`config.mk`:
```
export PLATFORM = sky130hd
export DESIGN_NAME = pinmux_prio_top
export DESIGN_NICKNAME = d
export VERILOG_FILES = /design/src/rtl/pinmux_pkg.sv /design/src/rtl/pinmux_regbank.sv /design/src/rtl/pinmux_level_eval.sv /design/src/rtl/pinmux_prio_pick.sv /design/src/rtl/pinmux_prio_top.sv
export SDC_FILE = /design/constraint.sdc
export NUM_CORES = 1
export LEC_CHECK = 0
export BUFFER_PORTS_ARGS = -buffer_cell sky130_fd_sc_hd__buf_4
export CAP_MARGIN = 20
export CELL_PAD_IN_SITES_DETAIL_PLACEMENT = 2
export CELL_PAD_IN_SITES_GLOBAL_PLACEMENT = 2
export CORE_MARGIN = 2
export CORE_UTILIZATION = 31
export DETAILED_ROUTE_END_ITERATION = 8
export PLACE_DENSITY_LB_ADDON = 0.1
export SYNTH_ARGS = -nofsm -noshare
export SYNTH_HDL_FRONTEND = slang
export SYNTH_SLANG_ARGS = --single-unit
```
`constraint.sdc`:
```
create_clock -name clk -period 3.4 [get_ports clk]
set_input_delay 0.34 -clock clk [delete_from_list [all_inputs] [get_ports clk]]
set_output_delay 0.34 -clock clk [all_outputs]
set_load 0.01 [all_outputs]
```
`src/rtl/pinmux_pkg.sv`:
```
package pinmux_pkg;

    localparam int NPIN    = 8;
    localparam int NLVL    = 5;
    localparam int NSLOT   = NLVL + 1;
    localparam int NEXPR   = 3;
    localparam int NDESC   = 3;
    localparam int NCTRL   = 6;
    localparam int NREG    = NCTRL + 1;
    localparam int DW      = 32;
    localparam int AW      = 8;
    localparam int RIDX_W  = $clog2(NREG);
    localparam int LSB_W   = $clog2(DW);
    localparam int FLD_W   = 2;

    // register indices into the evaluated register vector
    localparam int RI_C3C   = 0;
    localparam int RI_C80   = 1;
    localparam int RI_C84   = 2;
    localparam int RI_C90   = 3;
    localparam int RI_CA0   = 4;
    localparam int RI_CA4   = 5;
    localparam int RI_STRAP = NCTRL;

    localparam logic [AW-1:0] STRAP_OFFSET = 8'h70;

    function automatic logic [AW-1:0] ctrl_offset(int i);
        case (i)
            0:       return 8'h3C;
            1:       return 8'h80;
            2:       return 8'h84;
            3:       return 8'h90;
            4:       return 8'hA0;
            default: return 8'hA4;
        endcase
    endfunction

    // one field comparison: field at lsb (1 or 2 bits wide) must equal val
    typedef struct packed {
        logic              used;
        logic [RIDX_W-1:0] ridx;
        logic [LSB_W-1:0]  lsb;
        logic              wide;
        logic [FLD_W-1:0]  val;
    } fdesc_t;

    function automatic fdesc_t fd(int ridx, int lsb, int wide, int val);
        fdesc_t r;
        r.used = 1'b1;
        r.ridx = RIDX_W'(ridx);
        r.lsb  = LSB_W'(lsb);
        r.wide = (wide != 0);
        r.val  = FLD_W'(val);
        return r;
    endfunction

    // descriptor k of term e of rank l on pad p; unused entries are all-zero
    // a term is in use exactly when its descriptor 0 is in use
    function automatic fdesc_t desc_at(int p, int l, int e, int k);
        fdesc_t d;
        d = '0;
        case (p)
            0: if (l < 2 && e == 0) begin
                   if (k == 0) d = fd(RI_C3C, 3, 0, 1);
                   if (k == 1) d = fd(RI_C80, 15, 0, 1);
                   if (k == 2) d = fd(RI_C90, 31, 0, (l == 1) ? 1 : 0);
               end
            1: if (l == 0 && k == 0) begin
                   if (e == 0) d = fd(RI_C80, 12, 0, 1);
                   if (e == 1) d = fd(RI_STRAP, 14, 0, 1);
               end
            2: if (k == 0) begin
                   if (l == 0 && e == 0) d = fd(RI_C80, 25, 0, 1);
                   if (l == 1 && e == 0) d = fd(RI_CA4, 12, 0, 1);
                   if (l == 1 && e == 1) d = fd(RI_STRAP, 19, 0, 0);
               end
            3: begin
                   if (l == 0 && k == 0) d = fd(RI_C90, 4, 1, e + 1);
                   if (l == 0 && k == 1) d = fd(RI_C84, 17, 0, 1);
                   if (l == 1 && e == 0 && k == 0) d = fd(RI_C84, 17, 0, 1);
               end
            4, 5: if (e == 0) begin
                   if (l == 0 && k == 0) d = fd(RI_C90, 4, 1, 3);
                   if (l == 0 && k == 1) d = fd(RI_C84, (p == 4) ? 22 : 23, 0, 1);
                   if (l == 1 && k == 0) d = fd(RI_C84, (p == 4) ? 22 : 23, 0, 1);
               end
            6: if (e == 0 && k == 0) begin
                   if (l == 0) d = fd(RI_C90, 22, 0, 1);
                   if (l == 1) d = fd(RI_C80, 4, 0, 1);
               end
            7: if (e == 0 && k == 0) begin
                   if (l == 0) d = fd(RI_CA0, 0, 0, 1);
                   if (l == 1) d = fd(RI_STRAP, 6, 0, 0);
               end
            default: d = '0;
        endcase
        return d;
    endfunction

endpackage

```
`src/rtl/pinmux_regbank.sv`:
```
module pinmux_regbank
    import pinmux_pkg::*;
(
    input  logic                      clk,
    input  logic                      rst,
    input  logic                      reg_we,
    input  logic [AW-1:0]             reg_addr,
    input  logic [DW-1:0]             reg_wdata,
    output logic [DW-1:0]             reg_rdata,
    input  logic [DW-1:0]             strap_i,
    output logic [NREG-1:0][DW-1:0]   regs_o
);

    logic [NCTRL-1:0][DW-1:0] ctrl_q;

    always_ff @(posedge clk) begin
        if (rst) begin
            ctrl_q <= '0;
        end else if (reg_we) begin
            for (int i = 0; i < NCTRL; i++) begin
                if (reg_addr == ctrl_offset(i)) ctrl_q[i] <= reg_wdata;
            end
        end
    end

    always_comb begin
        reg_rdata = '0;
        for (int i = 0; i < NCTRL; i++) begin
            if (reg_addr == ctrl_offset(i)) reg_rdata = ctrl_q[i];
        end
        if (reg_addr == STRAP_OFFSET) reg_rdata = strap_i;
    end

    for (genvar i = 0; i < NCTRL; i++) begin : g_pack
        assign regs_o[i] = ctrl_q[i];
    end
    assign regs_o[RI_STRAP] = strap_i;

endmodule

```
`src/rtl/pinmux_level_eval.sv`:
```
module pinmux_level_eval
    import pinmux_pkg::*;
#(
    parameter int PIN = 0,
    parameter int LVL = 0
) (
    input  logic [NREG-1:0][DW-1:0] regs_i,
    output logic                    hit_o
);

    logic [NEXPR-1:0] term_true;

    for (genvar e = 0; e < NEXPR; e++) begin : g_term
        localparam fdesc_t HEAD = desc_at(PIN, LVL, e, 0);
        logic [NDESC-1:0] cmp_ok;

        for (genvar k = 0; k < NDESC; k++) begin : g_desc
            localparam fdesc_t D = desc_at(PIN, LVL, e, k);
            if (!D.used) begin : g_none
                assign cmp_ok[k] = 1'b1;
            end else if (D.wide) begin : g_wide
                assign cmp_ok[k] = (regs_i[D.ridx][D.lsb +: FLD_W] == D.val);
            end else begin : g_bit
                assign cmp_ok[k] = ({1'b0, regs_i[D.ridx][D.lsb]} == D.val);
            end
        end

        if (HEAD.used) begin : g_live
            assign term_true[e] = &cmp_ok;
        end else begin : g_dead
            assign term_true[e] = 1'b0;
        end
    end

    assign hit_o = |term_true;

    // most register bits feed no term of this rank
    logic unused_regs;
    assign unused_regs = ^regs_i;

endmodule

```
`src/rtl/pinmux_prio_pick.sv`:
```
module pinmux_prio_pick
    import pinmux_pkg::*;
(
    input  logic [NLVL-1:0]  hit_i,
    output logic [NSLOT-1:0] sel_o
);

    logic [NLVL:0] above;

    always_comb begin
        above[0] = 1'b0;
        for (int l = 0; l < NLVL; l++) begin
            sel_o[l]     = hit_i[l] & ~above[l];
            above[l + 1] = above[l] | hit_i[l];
        end
        sel_o[NLVL] = ~above[NLVL];
    end

endmodule

```
`src/rtl/pinmux_prio_top.sv`:
```
module pinmux_prio_top
    import pinmux_pkg::*;
(
    input  logic                   clk,
    input  logic                   rst,
    input  logic                   reg_we,
    input  logic [AW-1:0]          reg_addr,
    input  logic [DW-1:0]          reg_wdata,
    output logic [DW-1:0]          reg_rdata,
    input  logic [DW-1:0]          strap_i,
    input  logic [NPIN*NSLOT-1:0]  slot_do_i,
    input  logic [NPIN*NSLOT-1:0]  slot_oe_i,
    output logic [NPIN-1:0]        pad_do_o,
    output logic [NPIN-1:0]        pad_oe_o,
    output logic [NPIN*NSLOT-1:0]  sel_o
);

    logic [NREG-1:0][DW-1:0] regs;

    pinmux_regbank u_regs (
        .clk       (clk),
        .rst       (rst),
        .reg_we    (reg_we),
        .reg_addr  (reg_addr),
        .reg_wdata (reg_wdata),
        .reg_rdata (reg_rdata),
        .strap_i   (strap_i),
        .regs_o    (regs)
    );

    for (genvar p = 0; p < NPIN; p++) begin : g_pad
        logic [NLVL-1:0]  hit;
        logic [NSLOT-1:0] pick;

        for (genvar l = 0; l < NLVL; l++) begin : g_lvl
            pinmux_level_eval #(.PIN(p), .LVL(l)) u_eval (
                .regs_i (regs),
                .hit_o  (hit[l])
            );
        end

        pinmux_prio_pick u_pick (
            .hit_i (hit),
            .sel_o (pick)
        );

        assign sel_o[p*NSLOT +: NSLOT] = pick;
        assign pad_do_o[p] = |(pick & slot_do_i[p*NSLOT +: NSLOT]);
        assign pad_oe_o[p] = |(pick & slot_oe_i[p*NSLOT +: NSLOT]);
    end

endmodule

```
* Yosys cells after proc, flatten, opt, wreduce, memory -nomap -nowiden
Index checks and enable logic that the tools add are counted.
Word-level totals: register bits 192, bits of input ports 171, output and inout bits 96, word-level logic and storage cells 121
Operators by class: eq/ne operators 16, muxes and demuxes 19, bitwise gates (word level) 48, reduce and logical (&&, ||, !) cells 32
Operators by type and width (number):
- $mux 32 | 7
- $and 6x6->6 | 16
- $mux 8 | 12
- $reduce_or 6->1 | 16
- $eq 8x8->1 | 6
- $eq 8x8->1 const B | 5
- $reduce_and 2->1 | 11
- $not 1->1 | 18
- $eq 8x6->1 const B | 1
- $eq 8x7->1 const B | 1
- $and 1x1->1 | 7
- $or 1x1->1 | 7
- $reduce_and 3->1 | 2
- $eq 2x2->1 const B | 2
- $reduce_or 2->1 | 2
- $reduce_or 3->1 | 1
- $eq 2x1->1 const B | 1

* Logic depth before layout (Yosys ltp)
Gate-level depths: netlist of the first run.
depth in word-level cells 8, depth in mapped cells 8

* By module
Synthesis of the first run repeated with hierarchy kept, for this count alone.
Unflattened totals: cell total of the unflattened synthesis 1462, area total of the unflattened synthesis 10801.6 um2
By module, submodules not included:
- pinmux_regbank | times used 1, cells an instance 1277, area an instance 9535.4 um2, seq. area each 3843.7 um2
- pinmux_prio_pick | times used 8, cells an instance 7, area an instance 55.1 um2, seq. area each 0.0 um2
- pinmux_prio_top | times used 1, cells an instance 64, area an instance 440.4 um2, seq. area each 0.0 um2
- pinmux_level_eval (g_pad[0].g_lvl[2].u_eval ...) | times used 25, cells an instance 2, area an instance 11.3 um2, seq. area each 0.0 um2
- pinmux_level_eval (g_pad[2].g_lvl[0].u_eval ...) | times used 8, cells an instance 1, area an instance 7.5 um2, seq. area each 0.0 um2
- pinmux_level_eval (g_pad[0].g_lvl[1].u_eval ...) | times used 5, cells an instance 1, area an instance 6.3 um2, seq. area each 0.0 um2
- pinmux_level_eval (g_pad[0].g_lvl[0].u_eval) | times used 1, cells an instance 1, area an instance 8.8 um2, seq. area each 0.0 um2
- pinmux_level_eval (g_pad[7].g_lvl[1].u_eval) | times used 1, cells an instance 1, area an instance 3.8 um2, seq. area each 0.0 um2

* Least setup slack after synthesis of the first run
OpenSTA, ideal clock, no wires.
path type in2out, start point input port reg_addr[1], end point output port reg_rdata[25], arrival time 1722 ps, data required time 3060 ps, setup slack 1338 ps, stages on the path 6, path buffers 2, cell sequence buf_2 nor4_4 buf_4 nand3_1 o31a_1 a211oi_1
Between the ends: longest elaborated chain between the ends 8, elaborated cells between the ends (all ways) 14
RTL lines:
- start: declaration | line pinmux_prio_top.sv:7 | input logic [AW-1:0] reg_addr,
- $eq 8x6->1 | line pinmux_regbank.sv:29 | if (reg_addr == ctrl_offset(i)) reg_rdata = ctrl_q[i];
- $mux 32 (6 in a row) | line pinmux_regbank.sv:29
- $mux 32 (*) | line pinmux_regbank.sv:31 | if (reg_addr == STRAP_OFFSET) reg_rdata = strap_i;
- end: declaration | line pinmux_prio_top.sv:9 | output logic [DW-1:0] reg_rdata,
Every way passes the cells marked *; elsewhere a longest branch is shown, timed or not.

* Worst setup path after layout of the first run
start point input port reg_addr[4], end point output port reg_rdata[7]
The elaborated chain is that of the path after synthesis.

==> metrics, run 1 <==
met3 wire len=about 1600 µm; width of the die=182 µm; max FFs per register=192; largest area contributor in the synthesized netlist=dfxtp_1; placed cell count=1892; # IOs=267; global-route wire length before repair=~67000 µm; power per cell area=about 400 nW/µm²; Yosys warning count=0; minimum clock period=around 2700 ps; Skew-Pair Late Insertion Delay=approximately 440 ps; Mapped Area=about 9800 µm²; max_slew headroom=approximately two fifths; final hold vios=0; DRT Pass-1 Iters=4; Nets=1680; root buf cell=clkbuf_16; Post-Syn Instances=approximately 1.4k; Pins Over Slew Limit=0; crit path capture type=output pin; CTS Buf Count=17; Starting Density=between 30% and 40%; Layout Cells excl Fill=a little under 2k; Mean Syn Cell Area=7.08 µm²; Core ar.=31400 µm²; Synth async-reset ratio=0%; VDD IR max=about 320 µV; Avg WL per Cell=approximately 23 µm; IO Port Bufs=between 150 and 200; DRT met1 WL=slightly below 20000 µm; Final Cycle Share=80.8%; Clock Path Buffers=2; row cnt=65; # fillers=about 3.7k; drt drc=0; Setup Fix Bufs, Post-CTS=0; Worst Tran Pin Value=roughly 900 ps; synth top area cells=dfxtp_1 (39%), nand2_1 (15%), a21oi_1 (14%); RSZ-0062 raised after global routing=no; critical path fanouts, max=39; Crit Path Category=in -> out; fmax=between 0.3 and 0.4 GHz; Vias=~11k; initial antenna violation count=0; final setup TNS=0 ps; area of the multi-input gates=slightly above 5000 µm²; GP Congestion=between 0.7 and 0.8; crit start category=primary input; maxcap violations=0; most frequent cells in the layout=nand2_1 (399), a21oi_1 (281), buf_4 (235); ANT cells=0; total grt overflow=0; largest net degree at the start of global routing=73; H-tree depth=4; Post-DP HPWL=28300 µm; fraction of layout cells with a size suffix above 1=a little under a fifth; post-cts resize count=0; drt total wl=between 40000 and 50000 µm; Post-synth EDFFs=0; Data arrival, critical path=around 2400 ps; vias per cell=around 5.6; DR top layer=met4; die height=roughly 180 µm; Yosys cell types=53; number of global-route vias before repair=roughly 11k; wire length on met2=roughly 21000 µm; CTS tree=done; Seq/Total Area, Yosys=about two fifths; Setup-failing EPs final=0; clock slew at reported path FFs=about 90 ps; status=complete, no violations; CTS Hold Buffers Added=0; Crit path required time=between 3000 and 4000 ps; leakage power=between 4 and 5 nW; Detail Route Antenna Nets=0; top cell type's share of synthesized area=between 30% and 40%; GRT Total Usage=between 20% and 30%; Seq. cell area=3840 µm²; clock sink count=approximately 190; most common cell after layout, fill and taps aside=nand2_1; Die Footprint=about 33000 µm²; Initial DRC Count=563; Synth Flop Type=dfxtp_1; synth-to-layout area growth=22.4%; Max Clock Skew=0 ps; flops & latches, synth=~190; Worst Hold Class=in -> reg
==> routing by layer <==
metal  global-route usage, %  vias up
met5                       0        -
li1                        -     4955
met1                    34.5     5497
met2                    45.7      264
met4                    7.55        0
met3                    3.31       53
==> path summary, 6_finish.rpt <==
| path | from | endpoint | depth (start not counted) | slack, ps |
|---|---|---|---|---|
| hold / removal | reg_wdata[2] | u_regs.regs_o[162]$_SDFFE_PP0P_ | 3 | 180 |
| setup / recovery | reg_addr[4] | reg_rdata[7] | 8 | 650 |
| hold reg to reg | u_regs.regs_o[148]$_SDFFE_PP0P_ | u_regs.regs_o[148]$_SDFFE_PP0P_ | 2 | 460 |
| setup reg to reg | u_regs.regs_o[127]$_SDFFE_PP0P_ | u_regs.regs_o[127]$_SDFFE_PP0P_ | 2 | 2520 |
==> area by class of cell <==
type	count	area share [%]
Multi-Input combinational cell	1051	43.1
Sequential cell	192	32.0
Timing Repair Buffer	241	15.6
Tap cell	402	4.19
Clock buffer	17	3.54
Clock inverter	15	1.35
Inverter	6	0.187
==> worst max-delay path, stage by stage <==
cell,delay (ps)
buf_4,460
nor2b_1,230
and2_1,460
buf_4,240
o2bb2ai_1,140
a31oi_1,200
a21oi_1,180
buf_4,150
==> cells by family (layout without fill, tap and decap cells) <==
group | Yosys count | count (layout) | synth area share (%)
DFF | 192 | 192 | 39.2
and+or+nand+nor | 547 | 547 | 23.5
AOI/OAI and AO/OA | 462 | 462 | 26.5
other | 1 | 25 | 0.0382
buffers and inverters | 168 | 279 | 9.10
muxes | 17 | 17 | 1.76
==> synth_stat cells (2+ instances only) <==
| master | n |
|---|---|
| dfxtp_1 | 192 |
| a31oi_1 | 7 |
| a22oi_1 | 2 |
| o211ai_1 | 21 |
| a32oi_1 | 25 |
| nand2b_1 | 2 |
| o21a_1 | 7 |
| nand2_1 | 400 |
| a21oi_1 | 281 |
| o21ai_1 | 9 |
| o22a_1 | 2 |
| buf_1 | 4 |
| nor2_1 | 56 |
| buf_6 | 7 |
| mux2_2 | 2 |
| a211oi_1 | 2 |
| buf_2 | 34 |
| buf_4 | 44 |
| nor3_1 | 3 |
| and3_1 | 5 |
| nor2_2 | 2 |
| nand4_1 | 3 |
| nor2b_1 | 10 |
| nand3_1 | 48 |
| clkbuf_1 | 71 |
| o22ai_1 | 30 |
| o2bb2ai_1 | 9 |
| and2_1 | 2 |
| inv_1 | 6 |
| mux2i_1 | 15 |
| clkbuf_2 | 2 |
| o21ai_0 | 63 |
==> per-stage QoR <==
stage               power [W]  utilization, %  setup WS, ps  instance area (µm²)  hold WS, ps
floorplan             0.00251               -          1340                 9910          433
global placement      0.00276            36.4           720                11400          440
detailed placement    0.00276            36.4           714                11400          447
CTS                   0.00483            38.3           713                12000          166
global route          0.00495            38.3           534                12000          170
finish                0.00478            38.3           652                12000          175
==> report_power, final <==
group | internal (W) | switching, W
clock | 0.000998 | 0.00107
sequential | 0.00225 | 0.00000180
combinational | 0.000173 | 0.000291
(Power assumes the default switching activity.)
==> run 2: changes to the inputs <==
--- a/config.mk
+++ b/config.mk
@@ -10,7 +10,7 @@
 export CELL_PAD_IN_SITES_DETAIL_PLACEMENT = 2
 export CELL_PAD_IN_SITES_GLOBAL_PLACEMENT = 2
 export CORE_MARGIN = 2
-export CORE_UTILIZATION = 31
+export CORE_UTILIZATION = 29
 export DETAILED_ROUTE_END_ITERATION = 8
 export PLACE_DENSITY_LB_ADDON = 0.1
 export SYNTH_ARGS = -nofsm -noshare
==> constraint.sdc (replaced) <==
create_clock -name clk -period 2.55 [get_ports clk]
set_input_delay 0.255 -clock clk [delete_from_list [all_inputs] [get_ports clk]]
set_output_delay 0.255 -clock clk [all_outputs]
set_load 0.01 [all_outputs]
==> metrics, run 2 (synthesis gave the netlist of run 1 again) <==
status=complete, no violations; Worst Hold Class=in -> reg; largest net degree at the start of global routing=63 (-14%); Clk pwr share=43.6% (+0.4 points); vias per cell=5.38 (-3.8%); row cnt=67 (+3.1%); clock slew at reported path FFs=80 ps (about the same); Vias=10.7k (-0.25%); global-route wire length before repair=69000 µm (+2.6%); DRT Pass-1 Iters=5 (+1); Max Clock Skew=0 ps (unchanged); Seq. cell area=3840 µm² (unchanged); part of the power in combinational logic=10.0% (+0.3 points); Sequential Power Share=46.4% (-0.7 points); fraction of layout cells with a size suffix above 1=20.2% (+1.2 points); Starting Density=29.3% (-1.9 points); GRT Total Usage=25.7% (-0.75 points); minimum clock period=2330 ps; crit path cell chain=buf_4, buf_4, nor4b_4, buf_4, nand3_1, o211ai_1, a21oi_1, a21oi_1, buf_4; Data arrival, critical path=2070 ps (-340 ps); Nets=1706 (+1.5%); crit start category=primary input; synth-to-layout area growth=26.0%; Int Pwr=0.00473 W (+38%); power per cell area=523 nW/µm² (+31%); Core ar.=33400 µm² (+6.5%); drt drc=0 (unchanged); Post-DP HPWL=30000 µm (+6.2%); Detail Route Antenna Nets=0 (unchanged); Avg WL per Cell=22.7 µm (about the same); max incr delay on CP=310 ps (-150 ps); drt total wl=45300 µm (+3.7%); CTS tree=done; post-cts resize count=0 (unchanged); GP Congestion=0.788 (+2.2%); critical path's slowest cell=nor4b_4; clock sink count=192 (unchanged); Initial DRC Count=528 (-6.2%); most common cell after layout, fill and taps aside=nand2_1; RSZ-0062 raised after global routing=no; number of global-route vias before repair=11.4k (-0.35%); ANT cells=0 (unchanged); final setup TNS=0 ps (unchanged); maxcap violations=0 (unchanged); Clock Path Buffers=2 (unchanged); hold_ws=84.8 ps (-90.6 ps); width of the die=188 µm (+3.3%); Pins Over Slew Limit=0 (unchanged); CTS Buf Count=17 (unchanged); final core utilization=37.0% (-1.3 points); # IOs=267 (unchanged); Setup Fix Bufs, Post-CTS=0 (unchanged); sw power=0.00175 W (+28%); crit-path most repeated cell=buf_4; # fillers=3987 (+7.1%); Setup-failing EPs final=0 (unchanged); CTS Hold Buffers Added=0 (unchanged); final hold vios=0 (unchanged); leakage power=4.40 nW (+3.6%); die height=188 µm (+3.3%); area of the multi-input gates=5180 µm² (unchanged); Die Footprint=35300 µm² (+6.7%); Final Cycle Share=around 91%; initial antenna violation count=0 (unchanged); max FFs per register=192 (unchanged); Crit path required time=2300 ps (-760 ps); critical path fanouts, max=15 (-62%); fmax=approximately 0.43 GHz; Crit Path Category=in -> out; VDD IR max=403 µV (+27%); H-tree depth=4 (unchanged); Skew-Pair Late Insertion Delay=440 ps (about the same); most frequent cells in the layout=nand2_1 (399), a21oi_1 (281), buf_4 (253); root buf cell=clkbuf_16; Net Sw Frac=27.0% (-1.5 points); IO Port Bufs=191 (unchanged); crit path capture type=output pin; total grt overflow=0 (unchanged)
run 2: through the flow:
step	cell area [µm²]	worst slack [ps]	cells	power, W
3_3_place_gp	11800	283	1964	0.00371
4_1_cts	12400	231	1996	0.00653
3_5_place_dp	11800	256	1964	0.00372
5_1_grt	12400	107	1996	0.00670
2_1_floorplan	9910	658	1411	0.00335
6_report	12400	222	1996	0.00647
run 2: routing by layer:
layer	GRT usage, %	vias up	part of all wire (%)	routed length (µm)
met5	0	-	0	0
li1	-	5004	-	-
met1	33.4	5457	45	20300
met4	5.48	0	1.1	495
met2	44.8	255	49	22400
met3	4.02	26	4.6	2080
run 2: layout make-up:
type,instances,share of cell area (%)
multi-input combinational,1051,41.9
sequential,192,31.1
timing repair buffer,267,17.6
clock inverter,13,1.23
inverter,6,0.182
clock buffer,19,3.50
tap,448,4.53
run 2: worst paths after layout:
check	end	slack [ps]	cells after the start	from
min	u_regs.regs_o[18]$_SDFFE_PP0P_	80	3	reg_wdata[18]
max	reg_rdata[28]	220	9	reg_addr[4]
min reg2reg	u_regs.regs_o[147]$_SDFFE_PP0P_	460	2	u_regs.regs_o[147]$_SDFFE_PP0P_
max reg2reg	u_regs.regs_o[127]$_SDFFE_PP0P_	1680	2	u_regs.regs_o[127]$_SDFFE_PP0P_
run 2: power by group through the flow:
stage | registers (W) | logic, W | clock network [W]
finish | 0.00300 | 0.000649 | 0.00282
global route | 0.00300 | 0.000695 | 0.00300
CTS | 0.00300 | 0.000651 | 0.00288
detailed placement | 0.00307 | 0.000648 | 0
global placement | 0.00307 | 0.000641 | 0
floorplan | 0.00307 | 0.000281 | 0
run 2: critical path: cells and delay by family:
kind / cells / cell delay (ps)
simple gates: 2 / 410
buf+inv: 4 / 890
compound gates: 3 / 510
==> run 3: changes to the inputs <==
--- a/config.mk
+++ b/config.mk
@@ -5,12 +5,14 @@
 export SDC_FILE = /design/constraint.sdc
 export NUM_CORES = 1
 export LEC_CHECK = 0
+export ABC_AREA = 1
+export ABC_CLOCK_PERIOD_IN_PS = 2550
 export BUFFER_PORTS_ARGS = -buffer_cell sky130_fd_sc_hd__buf_4
 export CAP_MARGIN = 20
 export CELL_PAD_IN_SITES_DETAIL_PLACEMENT = 2
 export CELL_PAD_IN_SITES_GLOBAL_PLACEMENT = 2
 export CORE_MARGIN = 2
-export CORE_UTILIZATION = 29
+export CORE_UTILIZATION = 28
 export DETAILED_ROUTE_END_ITERATION = 8
 export PLACE_DENSITY_LB_ADDON = 0.1
 export SYNTH_ARGS = -nofsm -noshare
==> metrics, run 3 <==
status=complete, no violations; Die Footprint=34200 µm² (-3.3%); Vias=9521 (-11%); leakage power=4.33 nW (-1.6%); Seq. cell area=3840 µm² (unchanged); largest net degree at the start of global routing=129 (+100%); Skew-Pair Late Insertion Delay=440 ps (about the same); GP Congestion=0.720 (-8.6%); row cnt=66 (-1.5%); Nets=1653 (-3.1%); Detail Route Antenna Nets=0 (unchanged); Data arrival, critical path=1910 ps (-160 ps); area of the multi-input gates=4300 µm² (-17%); RSZ-0062 raised after global routing=no; most common cell after layout, fill and taps aside=buf_4; largest area contributor in the synthesized netlist=dfxtp_1; Avg WL per Cell=17.8 µm (-22%); Starting Density=28.3% (-1.0 points); # fillers=3881 (-2.7%); die height=185 µm (-1.7%); maxcap violations=0 (unchanged); total grt overflow=0 (unchanged); synth cell count leaders=nand2_1 (221), nand3_1 (206), dfxtp_1 (192); flops & latches, synth=192 (unchanged); drt total wl=34500 µm (-24%); max_slew headroom=about 66%; top cell type's share of synthesized area=42.0% (+2.8 points); width of the die=185 µm (-1.7%); Crit path required time=2300 ps (about the same); final setup TNS=0 ps (unchanged); Clock Path Buffers=2 (unchanged); hold_ws=122 ps (+37.2 ps); Yosys warning count=0 (unchanged); # IOs=267 (unchanged); Max Clock Skew=0 ps (unchanged); Mean Syn Cell Area=6.84 µm² (-3.4%); VDD IR max=371 µV (-7.9%); most frequent cells in the layout=buf_4 (220), nand2_1 (218), nand3_1 (206); CTS Hold Buffers Added=0 (unchanged); synth top area cells=dfxtp_1 (42%), nand3_1 (11%), nand2_1 (9.1%); Post-DP HPWL=23600 µm (-21%); Setup-failing EPs final=0 (unchanged); Core ar.=32400 µm² (-3.2%); Crit Path Category=in -> out; final core utilization=35.6% (-1.4 points); fraction of layout cells with a size suffix above 1=18.9% (-1.2 points); Mapped Area=9160 µm² (-6.7%); Pwr Total=0.00613 W (-5.3%); Seq/Total Area, Yosys=42.0% (+2.8 points); crit-path most repeated cell=buf_4; max FFs per register=192 (unchanged); global-route wire length before repair=54400 µm (-21%); Yosys cell types=25 (-53%); fmax=0.462 GHz (+7.6%); Synth async-reset ratio=0% (unchanged); crit path capture type=output pin; Post-synth EDFFs=0 (unchanged); root buf cell=clkbuf_16; Synth Flop Type=dfxtp_1; number of global-route vias before repair=9989 (-12%); max incr delay on CP=400 ps (+90 ps); GRT Total Usage=20.4% (-5.2 points); Setup Fix Bufs, Post-CTS=0 (unchanged); IO Port Bufs=191 (unchanged); crit start category=primary input; crit path cell chain=buf_4, inv_2, nand2_2, nor2_4, and2_2, buf_4, nand2_1, nand4_1, buf_4; Final Cycle Share=84.9% (-6.4 points); critical path's slowest cell=and2_2; H-tree depth=4 (unchanged); minimum clock period=2160 ps (-164 ps); final hold vios=0 (unchanged); Pins Over Slew Limit=0 (unchanged); synth-to-layout area growth=25.8% (about the same); clock slew at reported path FFs=80 ps (about the same); drt drc=0 (unchanged); CTS Buf Count=17 (unchanged); post-cts resize count=0 (unchanged); clock sink count=192 (unchanged); Worst Hold Class=in -> reg; CTS tree=done; most common cell in the netlist=nand2_1; Post-Syn Instances=1340 (-3.4%); power per cell area=532 nW/µm² (+1.6%); initial antenna violation count=1 (+1); Worst Tran Pin Value=511 ps; critical path fanouts, max=22 (+7); Initial DRC Count=323 (-39%); vias per cell=4.92 (-8.7%); DRT Pass-1 Iters=4 (-1)
-- run 3: cell types whose count changed in the layout (fill, tap and decap cells not counted), sizes merged, moves of 15 or more --
cell,previous run,this run
o21ai,72,128
a32oi,25,0
buf,267,230
a21oi,281,163
nand3,48,210
nand2,401,222
o211ai,21,0
o22ai,30,0
mux2i,15,0
inv,12,114
nand4,3,33
nor2,58,144
-- run 3: path summary, 6_finish.rpt --
kind                                     end  cells after the start  slack (ps)                            from
max                            reg_rdata[14]                      9         390                     reg_addr[0]
min          u_regs.regs_o[142]$_SDFFE_PP0P_                      3         120                   reg_wdata[14]
max reg2reg   u_regs.regs_o[81]$_SDFFE_PP0P_                      2        1740  u_regs.regs_o[81]$_SDFFE_PP0P_
min reg2reg   u_regs.regs_o[65]$_SDFFE_PP0P_                      2         450  u_regs.regs_o[65]$_SDFFE_PP0P_
-- run 3: metal layers --
metal / part of all wire [%] / global-route usage [%]
met1: 45 / 25.1
met2: 52 / 38.1
met3: 2.7 / 2.73
met4: 0.68 / 3.71
met5: 0 / 0
-- run 3: final cells by class --
cell class | count | share of cell area, %
multi-input cells | 930 | 37.3
clock inverters | 13 | 1.07
clock buffers | 18 | 3.81
well taps | 442 | 4.80
flip-flops and latches | 192 | 33.3
diodes | 1 | 0.0217
inverters | 111 | 3.63
repair buffers | 230 | 16.1
-- run 3: logic make-up (layout without fill, tap and decap cells) --
kind of cell / Yosys count / count (layout) / share of synthesized area [%]
buf+inv: 242 / 372 / 12.4
simple gates: 614 / 614 / 29.7
flops: 192 / 192 / 42.0
compound gates: 291 / 291 / 15.9
other cells: 1 / 26 / 0.0409
-- run 3: power by group --
| group | total, W | internal, W | switching (W) |
|---|---|---|---|
| clock | 0.00264 | 0.00131 | 0.00133 |
| combinational | 0.000487 | 0.000203 | 0.000284 |
| sequential | 0.00300 | 0.00300 | 0.00000292 |
| total | 0.00613 | 0.00452 | 0.00161 |
-- run 3: through the flow --
step | setup WS, ps | instances | instance area, µm²
floorplan | 1050 | 1364 | 9250
global placement | 336 | 1905 | 11000
detailed placement | 333 | 1905 | 11000
CTS | 322 | 1936 | 11500
global route | 190 | 1937 | 11500
finish | 386 | 1937 | 11500
-- run 3: worst max-delay path: cells and delay by family --
kind                   cells  cell delay, ps
and+or+nand+nor            5            1010
buffers and inverters      4             600
